## src/rtl/sck_pkg.sv

```systemverilog
package sck_pkg;
  typedef struct packed {
    logic       en;
    logic [6:0] clk_dly;
    logic [7:0] post_dly;
  } ctrl_t;

  localparam logic [15:0] CTRL_RESET = 16'h0404;
  localparam int          MIN_DIV    = 2;
endpackage

```

## src/rtl/sck_regs.sv

```systemverilog
module sck_regs
  import sck_pkg::*;
#(
  parameter int DIV_W     = 8,
  parameter int DIV_RESET = 4
) (
  input  logic             clk,
  input  logic             rst_n,
  input  logic             wr_en,
  input  logic             wr_sel,
  input  logic [15:0]      wr_data,
  output logic [DIV_W-1:0] div_q,
  output ctrl_t            ctrl_q
);
  always_ff @(posedge clk) begin
    if (!rst_n) begin
      div_q  <= DIV_W'(DIV_RESET);
      ctrl_q <= ctrl_t'(CTRL_RESET);
    end else if (wr_en) begin
      if (wr_sel) ctrl_q <= ctrl_t'(wr_data);
      else        div_q  <= wr_data[DIV_W-1:0];
    end
  end


  div_hold_chk: assert property (@(posedge clk) disable iff (!rst_n)
    !$past(wr_en) |-> $stable(div_q));
endmodule

```

## src/rtl/sck_halfcnt.sv

```systemverilog
module sck_halfcnt #(
  parameter int DIV_W = 8
) (
  input  logic             clk,
  input  logic             rst_n,
  input  logic             run,
  input  logic             load,
  input  logic [DIV_W-1:0] load_val,
  output logic             expire
);
  logic [DIV_W-1:0] cnt;

  assign expire = run && (cnt == '0);

  always_ff @(posedge clk) begin
    if (!rst_n)                 cnt <= '0;
    else if (load)              cnt <= load_val;
    else if (run && cnt != '0)  cnt <= cnt - 1'b1;
  end


  cnt_bound_chk: assert property (@(posedge clk) disable iff (!rst_n)
    load |=> (cnt == $past(load_val)));
endmodule

```

## src/rtl/sck_phase.sv

```systemverilog
module sck_phase #(
  parameter int XFER_BITS = 8
) (
  input  logic clk,
  input  logic rst_n,
  input  logic accept,
  input  logic abort,
  input  logic expire,
  output logic running,
  output logic phase,
  output logic lead_stb,
  output logic trail_stb
);
  localparam int EDGES = 2 * XFER_BITS;
  localparam int EW    = $clog2(EDGES + 1);

  logic [EW-1:0] left;

  always_ff @(posedge clk) begin
    if (!rst_n) begin
      running   <= 1'b0;
      phase     <= 1'b0;
      lead_stb  <= 1'b0;
      trail_stb <= 1'b0;
      left      <= '0;
    end else begin
      lead_stb  <= 1'b0;
      trail_stb <= 1'b0;
      if (abort) begin
        running <= 1'b0;
        phase   <= 1'b0;
      end else if (accept) begin
        running <= 1'b1;
        phase   <= 1'b0;
        left    <= EW'(EDGES);
      end else if (expire) begin
        phase     <= ~phase;
        lead_stb  <= ~phase;
        trail_stb <= phase;
        left      <= left - 1'b1;
        if (left == EW'(1)) running <= 1'b0;
      end
    end
  end


  idle_phase_chk: assert property (@(posedge clk) disable iff (!rst_n)
    !running |-> !phase);

  strobe_excl_chk: assert property (@(posedge clk) disable iff (!rst_n)
    !(lead_stb && trail_stb));

  lead_edge_chk: assert property (@(posedge clk) disable iff (!rst_n)
    lead_stb |-> (phase && $past(!phase)));

  accept_run_chk: assert property (@(posedge clk) disable iff (!rst_n)
    (accept && !abort) |=> running);
endmodule

```

## src/rtl/sck_rate_gen.sv

```systemverilog
module sck_rate_gen
  import sck_pkg::*;
#(
  parameter int DIV_W     = 8,
  parameter int DIV_RESET = 4,
  parameter int XFER_BITS = 8
) (
  input  logic        clk,
  input  logic        rst_n,
  input  logic        wr_en,
  input  logic        wr_sel,
  input  logic [15:0] wr_data,
  input  logic        cpol,
  input  logic        start_valid,
  output logic        start_ready,
  output logic        sck,
  output logic        lead_stb,
  output logic        trail_stb,
  output logic        running,
  output logic        pin_own,
  output logic [7:0]  div_val,
  output logic [15:0] ctrl_val
);
  logic [DIV_W-1:0] div_q;
  ctrl_t            ctrl_q;
  logic             phase, expire, accept, abort;
  logic             valid_div, ctrl_wr, bad_div_wr;

  sck_regs #(.DIV_W(DIV_W), .DIV_RESET(DIV_RESET)) u_regs (
    .clk(clk), .rst_n(rst_n), .wr_en(wr_en), .wr_sel(wr_sel),
    .wr_data(wr_data), .div_q(div_q), .ctrl_q(ctrl_q)
  );

  assign valid_div  = div_q >= DIV_W'(MIN_DIV);
  assign ctrl_wr    = wr_en && wr_sel;
  assign bad_div_wr = wr_en && !wr_sel && (wr_data[DIV_W-1:0] < DIV_W'(MIN_DIV));
  assign abort      = running && (ctrl_wr || bad_div_wr);
  assign start_ready = ctrl_q.en && valid_div && !running && !ctrl_wr && !bad_div_wr;
  assign accept     = start_valid && start_ready;

  sck_halfcnt #(.DIV_W(DIV_W)) u_cnt (
    .clk(clk), .rst_n(rst_n), .run(running),
    .load(accept || expire), .load_val(div_q - 1'b1), .expire(expire)
  );

  sck_phase #(.XFER_BITS(XFER_BITS)) u_phase (
    .clk(clk), .rst_n(rst_n), .accept(accept), .abort(abort),
    .expire(expire), .running(running), .phase(phase),
    .lead_stb(lead_stb), .trail_stb(trail_stb)
  );

  assign sck      = cpol ^ phase;
  assign pin_own  = ctrl_q.en;
  assign div_val  = 8'(div_q);
  assign ctrl_val = ctrl_q;


  bad_div_idle_chk: assert property (@(posedge clk) disable iff (!rst_n)
    !valid_div |-> !running);

  run_owns_chk: assert property (@(posedge clk) disable iff (!rst_n)
    running |-> pin_own);

  ctrl_abort_chk: assert property (@(posedge clk) disable iff (!rst_n)
    (running && ctrl_wr) |=> (!running && !lead_stb && !trail_stb));
endmodule

```

## config.mk

```make
export PLATFORM = sky130hd
export DESIGN_NAME = sck_rate_gen
export DESIGN_NICKNAME = d
export VERILOG_FILES = /design/src/rtl/sck_pkg.sv /design/src/rtl/sck_regs.sv /design/src/rtl/sck_halfcnt.sv /design/src/rtl/sck_phase.sv /design/src/rtl/sck_rate_gen.sv
export SDC_FILE = /design/constraint.sdc
export NUM_CORES = 1
export LEC_CHECK = 0
export ABC_AREA = 1
export BUFFER_PORTS_ARGS = -buffer_cell sky130_fd_sc_hd__buf_2
export CAP_MARGIN = 20
export CORE_ASPECT_RATIO = 0.9
export CORE_MARGIN = 8
export CORE_UTILIZATION = 52
export CTS_BUF_LIST = sky130_fd_sc_hd__clkbuf_16
export DETAILED_ROUTE_END_ITERATION = 8
export PLACE_DENSITY = 0.78
export SLEW_MARGIN = 20
export SYNTH_ARGS = -nofsm -noshare
export SYNTH_HDL_FRONTEND = slang
export SYNTH_SLANG_ARGS = --single-unit
```

## constraint.sdc

```tcl
create_clock -name clk -period 2.4 [get_ports clk]
set_input_delay 0.24 -clock clk [delete_from_list [all_inputs] [get_ports clk]]
set_output_delay 0.24 -clock clk [all_outputs]
set_load 0.05 [all_outputs]
```

==> flow_summary.json <==
{
  "outcome": "finished clean",
  "synth-seq-cells": 41,
  "whs_path_depth": 3,
  "crit_start": "u_cnt.cnt[7]",
  "crit_path_end_kind": "flop",
  "crit_arrival_ns": 2.17,
  "fp.dieArea_sq_um": 6218,
  "maxUsedRoutingLayer": "met4",
  "globalplace.congestion": 0.9325,
  "r2r_start": "u_cnt.cnt[7]",
  "antenna_found_initial": 0,
  "slew_headroom_pct": 64.08,
  "synth_edf_count": 0,
  "overflow": 0,
  "wl_met2_um": 2248,
  "worstMarginPinSlew_ns": 0.5382,
  "synth_fa_ha_area_share_pct": 1.828,
  "grt_setup_unrepaired": "false",
  "synthArstFlopShare_pct": 0,
  "crit_fanout": 11,
  "worstHoldEndpoint": "u_regs.ctrl_q[10]",
  "syn_area_sq_um": 2053,
  "yosysTopAreaCell": "dfxtp_1",
  "irDropWorstVdd_v": 0.0005409,
  "htree_levels": 2,
  "post-cts-setup-buffers": 0,
  "worst-setup-path-type": "reg2reg",
  "routed_wl_um": 4809,
  "avgRoutedWirePerCell_um": 12.66,
  "die_y_um": 75.61,
  "clock_latency_ns": 0.27,
  "grtUsageTotal_pct": 16.49,
  "tns_ns": 0,
  "start_util_pct": 54.65,
  "final.period_utilization_pct": 83.66,
  "dpl_cell_area_sq_um": 2316,
  "cts_made_buffers": 5,
  "synth_mux_area_share_pct": 0,
  "stdcell_area_sq_um": 2452,
  "die_x_um": 82.24,
  "fillers": 349,
  "hold_ws_ns": 0.1612,
  "timing.rr.end": "u_cnt.cnt[4]",
  "ys_warn_count": 0,
  "slew_viol_final": 0,
  "root_buffer": "clkbuf_16",
  "grt_pass1_wl_um": 8135,
  "post-route-min-period_ns": 2.008,
  "synth.top_cell.area_share_pct": 39.98,
  "synthTopCellsByCount": "42 x nand2_1, 41 x dfxtp_1, 38 x inv_1",
  "diodes": 0,
  "synth_compound_area_share_pct": 16.64,
  "num_rows": 21,
  "fin_ws_ns": 0.3921,
  "syn-num-nets": 309,
  "cts_tree": "built",
  "via_count": 1924,
  "grt_pass1_vias": 1835,
  "fin_skew_ns": 0.002944,
  "max_cap_viol_count": 0,
  "hold_start": "wr_data[10]",
  "grt_max_degree": 34,
  "power_density_nw_per_um2": 721.1,
  "drive_above_1_share_pct": 27.25,
  "synth.area.top_cells": "dfxtp_1 40%, nand2_1 7.7%, inv_1 6.9%, o21ai_0 6.6%, a21oi_1 5.4%",
  "synth_top_family_by_area": "simple AND/OR/NAND/NOR gates",
  "cts_max_path_buffers": 2,
  "post_cts_resize_count": 0,
  "worst_setup_hold_path_clk_slew_ns": 0.05,
  "ant_nets": 0,
  "finalNonFillerCells": 380,
  "syn2layout_area_growth_pct": 19.44,
  "port_buffers": 51,
  "yosys.area_share.simple_pct": 29.19,
  "reg2reg_slack_ns": 0.39,
  "ys.flop_type": "dfxtp_1",
  "cts_hold_buf": 0,
  "worstPathRequired_ns": 2.56,
  "startpoint_type": "flop",
  "reg2reg_depth": 13,
  "viasPerCell": 5.063,
  "dr_wl_met3_um": 263,
  "place_hpwl_um": 3656,
  "clkSinkCount": 41,
  "dpl.cell_count": 372,
  "hold_viol_final": 0,
  "io_pins": 52,
  "synth_xor_area_share_pct": 0.4266,
  "clock.fmax_ghz": 0.4980,
  "timing.final.setup_violations": 0,
  "synth.most_common_cell": "nand2_1",
  "yosysUniqueCellTypes": 33,
  "power.leakage_nw": 1.259,
  "synthCells": 284,
  "avgSynthCellArea_sq_um": 7.230,
  "route.detailed.drc": 0,
  "nets": 358,
  "core_sq_um": 3757,
  "drt_first_pass_iters": 4,
  "place_ws_ns": 0.2862,
  "hold_class": "in2reg",
  "wl_met1_um": 2243,
  "drtIter0Drc": 108,
  "ys_seq_area_share_pct": 39.98
}
worst max-delay path by stage:
stage          slack, ns            to  depth (start not counted)
4_1_cts             0.41  u_cnt.cnt[4]                         13
2_1_floorplan       0.17   start_ready                          4
3_3_place_gp        0.38  u_cnt.cnt[4]                         14
3_5_place_dp        0.29  u_cnt.cnt[4]                         14
5_1_grt             0.16  u_cnt.cnt[4]                         13
6_report            0.39  u_cnt.cnt[4]                         13
per-layer routing:
metal / GRT usage, % / vias to the layer above
met5: 0 / -
met2: 27.54 / 47
met1: 20.10 / 863
met4: 5.837 / 0
met3: 4.009 / 7
li1: - / 1007
critical path, cell delays in order (launching register included):
cell,delay (ns)
dfxtp_1,0.32
nor2_1,0.11
nand3_1,0.10
nor2_2,0.18
nand2_2,0.22
nand2_4,0.19
nand2_1,0.09
nand2_2,0.10
ha_1,0.15
inv_1,0.07
nor2_4,0.14
inv_2,0.05
o21bai_1,0.12
a21oi_1,0.07
final cells by class:
type                            instances  area (sq um)  area share [%]
Multi-Input combinational cell        184         987.2           40.26
Tap cell                               46         57.56           2.347
Clock inverter                          3         11.26          0.4592
Timing Repair Buffer                   53         270.3           11.02
Clock buffer                            5         125.1           5.102
Inverter                               48         180.2           7.347
Sequential cell                        41         820.8           33.47
logic make-up (layout without fill, tap and decap cells):
family,after synthesis,after routing
flip-flops,41,41
buffers and inverters,59,109
XOR/XNOR,1,1
AND/OR/NAND/NOR,119,119
adder cells (fa/ha/maj),3,3
AO/OA/AOI/OAI,61,61
stage by stage:
stage               utilization [%]  power [mW]
finish                        65.27       1.768
CTS                           65.27       1.779
detailed placement            61.64       1.171
global route                  65.27       1.860
global placement              61.64       1.164
floorplan                         -       1.078
sequential cells by signal, indices dropped and copies added (netlist names):
signal	flops
u_phase.lead_stb	1
u_regs.div_q	8
u_phase.trail_stb	1
u_phase.phase	1
u_cnt.cnt	8
u_phase.left	5
u_phase.running	1
u_regs.ctrl_q	16
cells in the final DEF (no fill, tap or decap), types with 2 or more instances in the layout:
master	instances
clkbuf_16	5
nand4_1	2
inv_1	41
nand3_1	17
a211oi_1	2
buf_4	2
nand2_2	8
nand2_1	42
nor3_1	5
nand3_2	4
buf_2	51
nor2_2	3
dfxtp_1	41
o21ai_0	27
o21bai_1	2
nor2_1	29
a21oi_1	22
nand3b_1	2
nor2_4	4
o211ai_1	4
inv_2	9
ha_1	3
where the power goes:
group	internal, mW	switching (mW)
Clock	0.373	0.237
Sequential	0.722	0.0231
Combinational	0.122	0.291
Note: power is estimated with default switching activity, not from simulation.
